$ cat config.mk
export PLATFORM = sky130hd
export DESIGN_NAME = lpk_serial_if
export DESIGN_NICKNAME = d
export VERILOG_FILES = /design/src/rtl/lpk_pkg.sv /design/src/rtl/lpk_ctrl.sv /design/src/rtl/lpk_datapath.sv /design/src/rtl/lpk_serial_if.sv
export SDC_FILE = /design/constraint.sdc
export NUM_CORES = 1
export LEC_CHECK = 0
export ABC_AREA = 1
export BUFFER_PORTS_ARGS = -buffer_cell sky130_fd_sc_hd__buf_2
export CAP_MARGIN = 20
export CORE_ASPECT_RATIO = 2
export CORE_MARGIN = 10
export CORE_UTILIZATION = 57
export DETAILED_ROUTE_END_ITERATION = 10
export PLACE_DENSITY = 0.79
export SYNTH_ARGS = -nofsm -noshare
export SYNTH_HDL_FRONTEND = slang
export SYNTH_SLANG_ARGS = --single-unit
$ cat constraint.sdc
create_clock -name clk -period 2.4 [get_ports clk]
set_input_delay 0.24 -clock clk [delete_from_list [all_inputs] [get_ports clk]]
set_output_delay 0.24 -clock clk [all_outputs]
set_load 0.01 [all_outputs]
$ cat src/rtl/lpk_pkg.sv
package lpk_pkg;
  localparam int KCNT_W = 5;
  localparam int CMD_N  = 10;

  // strobe bit positions
  localparam int CMD_SWITCH = 0;
  localparam int CMD_DLATCH = 1;
  localparam int CMD_GLATCH = 2;
  localparam int CMD_WCFG   = 3;
  localparam int CMD_RCFG   = 4;
  localparam int CMD_OPEN   = 5;
  localparam int CMD_SHORT  = 6;
  localparam int CMD_COMB   = 7;
  localparam int CMD_DEND   = 8;
  localparam int CMD_THERM  = 9;

  // configuration bits used by this block
  localparam int CFG_AUTOOFF_BIT = 10;
  localparam int CFG_SDOFALL_BIT = 13;

  typedef logic [CMD_N-1:0] cmdVec_t;

  typedef struct packed {
    logic capture;
    logic loadCfg;
    logic loadRead;
    logic loadThermal;
  } dpCtl_t;

  // edge count while the latch line was high -> one-hot command
  function automatic cmdVec_t keyDecode(input logic [KCNT_W-1:0] n);
    cmdVec_t v;
    v = '0;
    case (n)
      5'd1, 5'd2: v[CMD_SWITCH] = 1'b1;
      5'd3, 5'd4: v[CMD_DLATCH] = 1'b1;
      5'd5, 5'd6: v[CMD_GLATCH] = 1'b1;
      5'd7:       v[CMD_WCFG]   = 1'b1;
      5'd8:       v[CMD_RCFG]   = 1'b1;
      5'd9:       v[CMD_OPEN]   = 1'b1;
      5'd10:      v[CMD_SHORT]  = 1'b1;
      5'd11:      v[CMD_COMB]   = 1'b1;
      5'd12:      v[CMD_DEND]   = 1'b1;
      5'd13:      v[CMD_THERM]  = 1'b1;
      default:    v = '0;
    endcase
    return v;
  endfunction
endpackage

$ cat src/rtl/lpk_ctrl.sv
module lpk_ctrl
  import lpk_pkg::*;
(
  input  logic    clk,
  input  logic    rstN,
  input  logic    le,
  input  logic    wordZero,
  input  logic    autoOffEn,
  output dpCtl_t  ctl,
  output cmdVec_t strobe,
  output logic    pwrDown
);
  localparam logic [KCNT_W-1:0] KMAX = {KCNT_W{1'b1}};

  logic [KCNT_W-1:0] leCnt;
  logic              keyEnd;
  cmdVec_t           rawCmd;
  cmdVec_t           granted;

  assign keyEnd = !le && (leCnt != '0);

  always_comb begin
    rawCmd = keyEnd ? keyDecode(leCnt) : '0;
    granted = rawCmd;
    if (pwrDown) begin
      granted = '0;
      granted[CMD_SWITCH] = rawCmd[CMD_SWITCH] && !wordZero;
    end
  end

  always_comb begin
    ctl.capture     = |granted;
    ctl.loadCfg     = granted[CMD_WCFG];
    ctl.loadRead    = granted[CMD_RCFG];
    ctl.loadThermal = granted[CMD_THERM];
  end

  always_ff @(posedge clk or negedge rstN) begin
    if (!rstN) begin
      leCnt   <= '0;
      strobe  <= '0;
      pwrDown <= 1'b0;
    end else begin
      if (le) begin
        if (leCnt != KMAX) leCnt <= leCnt + 1'b1;
      end else begin
        leCnt <= '0;
      end
      strobe <= granted;
      if (granted[CMD_SWITCH]) pwrDown <= autoOffEn && wordZero;
    end
  end

  // never more than one command at a time
  a_r2_onehot: assert property (@(posedge clk) disable iff (!rstN)
    $onehot0(strobe));

  // a strobe lasts one cycle
  a_r3_single_pulse: assert property (@(posedge clk) disable iff (!rstN)
    (|strobe) |=> (strobe == '0));

  // a strobe follows a high-then-low latch line
  a_r3_key_edge: assert property (@(posedge clk) disable iff (!rstN)
    (|strobe) |-> (!$past(le) && $past(le, 2)));

  // while asleep only the switch strobe can appear
  a_r8_sleep_gate: assert property (@(posedge clk) disable iff (!rstN)
    pwrDown |=> (strobe[CMD_N-1:1] == '0));
endmodule

$ cat src/rtl/lpk_datapath.sv
module lpk_datapath
  import lpk_pkg::*;
#(
  parameter int WORD_W = 16
) (
  input  logic              clk,
  input  logic              rstN,
  input  logic              sdi,
  input  logic              overTemp,
  input  dpCtl_t            ctl,
  output logic              sdo,
  output logic [WORD_W-1:0] cmdData,
  output logic [WORD_W-1:0] cfgWord,
  output logic              wordZero
);
  localparam int CNT_W = $clog2(WORD_W + 1);

  logic [WORD_W-1:0] shiftReg;
  logic [WORD_W-1:0] outReg;
  logic [CNT_W-1:0]  outCnt;
  logic              sdoRise;
  logic              sdoFall;

  assign wordZero = (shiftReg == '0);

  always_ff @(posedge clk or negedge rstN) begin
    if (!rstN) begin
      shiftReg <= '0;
      cmdData  <= '0;
      cfgWord  <= '0;
      outReg   <= '0;
      outCnt   <= '0;
    end else begin
      shiftReg <= {shiftReg[WORD_W-2:0], sdi};
      if (ctl.capture) cmdData <= shiftReg;
      if (ctl.loadCfg) cfgWord <= shiftReg;
      if (ctl.loadRead) begin
        outReg <= cfgWord;
        outCnt <= CNT_W'(WORD_W);
      end else if (ctl.loadThermal) begin
        outReg <= {WORD_W{overTemp}};
        outCnt <= CNT_W'(WORD_W);
      end else if (outCnt != '0) begin
        outReg <= {outReg[WORD_W-2:0], 1'b0};
        outCnt <= outCnt - 1'b1;
      end
    end
  end

  assign sdoRise = (outCnt != '0) ? outReg[WORD_W-1] : shiftReg[WORD_W-1];

  always_ff @(negedge clk or negedge rstN) begin
    if (!rstN) sdoFall <= 1'b0;
    else       sdoFall <= sdoRise;
  end

  assign sdo = cfgWord[CFG_SDOFALL_BIT] ? sdoFall : sdoRise;

  // configuration changes only on an accepted write
  a_r4_cfg_hold: assert property (@(posedge clk) disable iff (!rstN)
    !ctl.loadCfg |=> $stable(cfgWord));

  // readout window never exceeds one word
  a_r5_window_bound: assert property (@(posedge clk) disable iff (!rstN)
    outCnt <= CNT_W'(WORD_W));

  // readout register holds the configuration after a read
  a_r5_read_load: assert property (@(posedge clk) disable iff (!rstN)
    ctl.loadRead |=> (outReg == $past(cfgWord)));

  // thermal word is uniform
  a_r6_thermal_fill: assert property (@(posedge clk) disable iff (!rstN)
    ctl.loadThermal |=> (outReg == '0 || outReg == '1));
endmodule

$ cat src/rtl/lpk_serial_if.sv
module lpk_serial_if
  import lpk_pkg::*;
#(
  parameter int WORD_W = 16
) (
  input  logic              clk,
  input  logic              rstN,
  input  logic              sdi,
  input  logic              le,
  input  logic              overTemp,
  output logic              sdo,
  output logic [CMD_N-1:0]  cmdStrobe,
  output logic [WORD_W-1:0] cmdData,
  output logic [WORD_W-1:0] cfgWord,
  output logic              powerDown
);
  dpCtl_t ctl;
  logic   wordZero;

  lpk_ctrl u_ctrl (
    .clk       (clk),
    .rstN      (rstN),
    .le        (le),
    .wordZero  (wordZero),
    .autoOffEn (cfgWord[CFG_AUTOOFF_BIT]),
    .ctl       (ctl),
    .strobe    (cmdStrobe),
    .pwrDown   (powerDown)
  );

  lpk_datapath #(.WORD_W(WORD_W)) u_dp (
    .clk      (clk),
    .rstN     (rstN),
    .sdi      (sdi),
    .overTemp (overTemp),
    .ctl      (ctl),
    .sdo      (sdo),
    .cmdData  (cmdData),
    .cfgWord  (cfgWord),
    .wordZero (wordZero)
  );
endmodule

==> run_results.csv <==
group,metric,value,unit
outcome,status,"finished with violations",
outcome,violations,"negative setup slack",
worst_hold_path,worstHoldPathCells,3,
global_routing,grt_max_degree,55,
synth,ys_seq_area_share,57.0,%
place,port_buffers,48,
timing,hold_viol,0,
finish,finalNetCount,503,
clocking,htree_num_levels,3,
setup_path,r2r_cells,5,
clocking,clockBufferDepth,2,
die,fp.dieW,77.5,µm
synth,synth_nets,448,
global_routing,antenna_found_initial,0,
die,die_height,135,µm
place,dp_hpwl,5950,µm
power_and_ir_drop,power,3.96,mW
clocking,numCtsBuffers,9,
global_routing,grt_first_pass_wirelength,14100,µm
clocking,clk_pin_slew,0.06,ns
place,place.gp.congestion,0.807,
setup_path,crit_slowest_cell,"dfrtn_1",
power_and_ir_drop,power_leakage,2.47,nW
route,routedWlPerCell,14.6,µm
route,viasPerCell,5.27,
route,drt_wl_total,8490,µm
global_routing,track_usage,16.7,%
route,drc,0,
timing,fin_ws,-0.100,ns
setup_path,crit_path_max_fanout,1,
route,drt_iter0_markers,243,
route,ant_nets,0,
global_routing,grt_pass1_vias,3048,
clocking,cts.sinks,86,
power_and_ir_drop,p_per_area,897,nW/µm²
finish,syn_to_final_growth,17.1,%
timing,fin_skew,0.00895,ns
finish,antennaDiodeCount,0,
setup_path,cp_cell_sequence,"mux2_4 > buf_6",
worst_hold_path,min_path_type,"in -> reg",
setup_path,required,2.16,ns
global_routing,grt_overflow,0,
timing,rsz0062_at_grt,"true",
synth,syn_inst,436,
die,start_util,59.3,%
setup_path,startpoint_type,"flop",
synth,ys_ff_latch,86,
timing,setup_viol,1,
power_and_ir_drop,peakVddDrop,719,µV
setup_path,worst_setup_path_end_kind,"primary output",
flow_run,maxCapViolations,0,
clocking,insertion_delay,0.35,ns
synth,ys_types,29,
setup_path,critical_path_class,"reg -> out",
clocking,cts_root_buffer,"clkbuf_16",
route,drtPass1Iterations,7,
synth,syn_area_per_cell,8.66,µm²
timing,maxSlewViolCount,0,
finish,drive_above_1_share,18.8,%
timing,whs,0.203,ns
route,vias,3068,
die,die_area,10500,µm²
die,placementRows,41,
setup_path,critPathMaxStageDelay,0.33,ns
synth,yosys_warnings,0,
die,core_area,6360,µm²
setup_path,cp.arrival,2.26,ns
clocking,tritoncts,"yes",
timing,worstMarginPinSlew,0.642,ns
timing,max_slew_margin,57.2,%
synth,netlist_area,3770,µm²
die,io_pins,49,
## power breakdown
group,leakage (nW),switching [mW],internal (mW)
combinational,1.19,0.450,0.300
sequential,1.12,0.143,1.67
clock,0.148,0.584,0.818
## Yosys cell counts (all sizes together)
library cell / count / share of area, %
dfrtp: 85 / 56
a211oi: 2 / 0.40
clkbuf: 1 / 0.099
ha: 7 / 2.3
dfrtn: 1 / 0.66
mux2: 1 / 0.30
xor2: 1 / 0.23
nand2: 170 / 18
nand3b: 1 / 0.30
o21ai: 26 / 3.7
nor2: 50 / 6.2
a21o: 1 / 0.20
buf: 10 / 2.0
nand3: 28 / 3.8
a21oi: 6 / 0.90
clkinv: 1 / 0.099
nor3: 8 / 1.1
inv: 37 / 3.7
## critical path: cells and delay by family, from the launching register on
family / cells / cell delay [ns]
mux: 1 / 0.26
buf+inv: 1 / 0.12
flops: 1 / 0.33
## final timing paths
| path | start | to | slack [ns] |
|---|---|---|---|
| setup reg to reg | u_dp.outCnt[0] | u_dp.sdoFall | 0.13 |
| hold reg to reg | u_dp.shiftReg[3] | u_dp.shiftReg[4] | 0.43 |
| hold / removal | le | u_ctrl.leCnt[3] | 0.20 |
| setup / recovery | u_dp.sdoFall | sdo | -0.10 |
| max in group asynchronous | rstN | u_ctrl.pwrDown | 0.91 |
| min in group asynchronous | rstN | u_ctrl.strobe[9] | 0.50 |
## stage by stage
| step | util (%) | cell area (µm²) | setup slack [ns] | std cells | setup TNS, ns |
|---|---|---|---|---|---|
| 2_1_floorplan | - | 3770 | 0.138 | 436 | 0 |
| 3_3_place_gp | 64.2 | 4080 | 0.134 | 564 | 0 |
| 3_5_place_dp | 64.2 | 4080 | 0.0938 | 564 | 0 |
| 4_1_cts | 69.5 | 4420 | -0.115 | 582 | -0.115 |
| 5_1_grt | 69.5 | 4420 | -0.123 | 582 | -0.123 |
| 6_report | 69.5 | 4420 | -0.100 | 582 | -0.100 |
## layout make-up
type                       instances  area (µm²)
timing repair buffer              55         307
clock buffer                       9         225
sequential                        86        2150
tap                               86         108
fill                             540        1940
inverter                          38         143
clock inverter                     7        80.1
multi-input combinational        301        1400
## layout by cell type, fill, tap and decap left out, types with 4 or more instances in the layout
cell | Yosys | layout
nand2_1 | 164 | 164
dfrtp_1 | 85 | 85
buf_2 | 3 | 46
nor2_1 | 41 | 41
inv_1 | 34 | 33
nand3_1 | 27 | 27
o21ai_0 | 21 | 21
clkbuf_16 | 0 | 9
nor3_1 | 8 | 8
ha_1 | 7 | 7
buf_4 | 5 | 6
nor2_4 | 5 | 5
a21oi_1 | 5 | 5
nor2_2 | 4 | 4
nand2_2 | 4 | 4
inv_2 | 3 | 4
o21ai_1 | 4 | 4
## cells by family after synthesis
kind of cell | synth area share [%]
buffers and inverters | 5.87
muxes | 0.298
adders and majority gates | 2.32
and+or+nand+nor | 29.0
xor gates and xnor gates | 0.232
AOI/OAI and AO/OA | 5.24
DFF | 57.0
## routing by layer
metal	part of all wire [%]	wire length, µm	GRT usage, %
met1	39	3270	17.2
met2	55	4630	30.8
met3	4.3	362	3.46
met4	2.6	220	8.57
met5	0	0	0
## registers in the layout (all words and copies together), names as in the netlist
| name | count |
|---|---|
| u_dp.cfgWord | 16 |
| u_dp.cmdData | 16 |
| u_dp.outReg | 16 |
| u_dp.shiftReg | 16 |
| u_ctrl.strobe | 10 |
| u_ctrl.leCnt | 5 |
| u_dp.outCnt | 5 |
| u_ctrl.pwrDown | 1 |
| u_dp.sdoFall | 1 |
## timing repair
action | in CTS | in global routing
setup endpoints to repair | 1 | 2
resized for setup | 2 | 1
setup buffers | 0 | 0
hold buffers | 2 | 0
hold endpoints to repair | 32 | 0
Power figures use the tool's default switching activity.
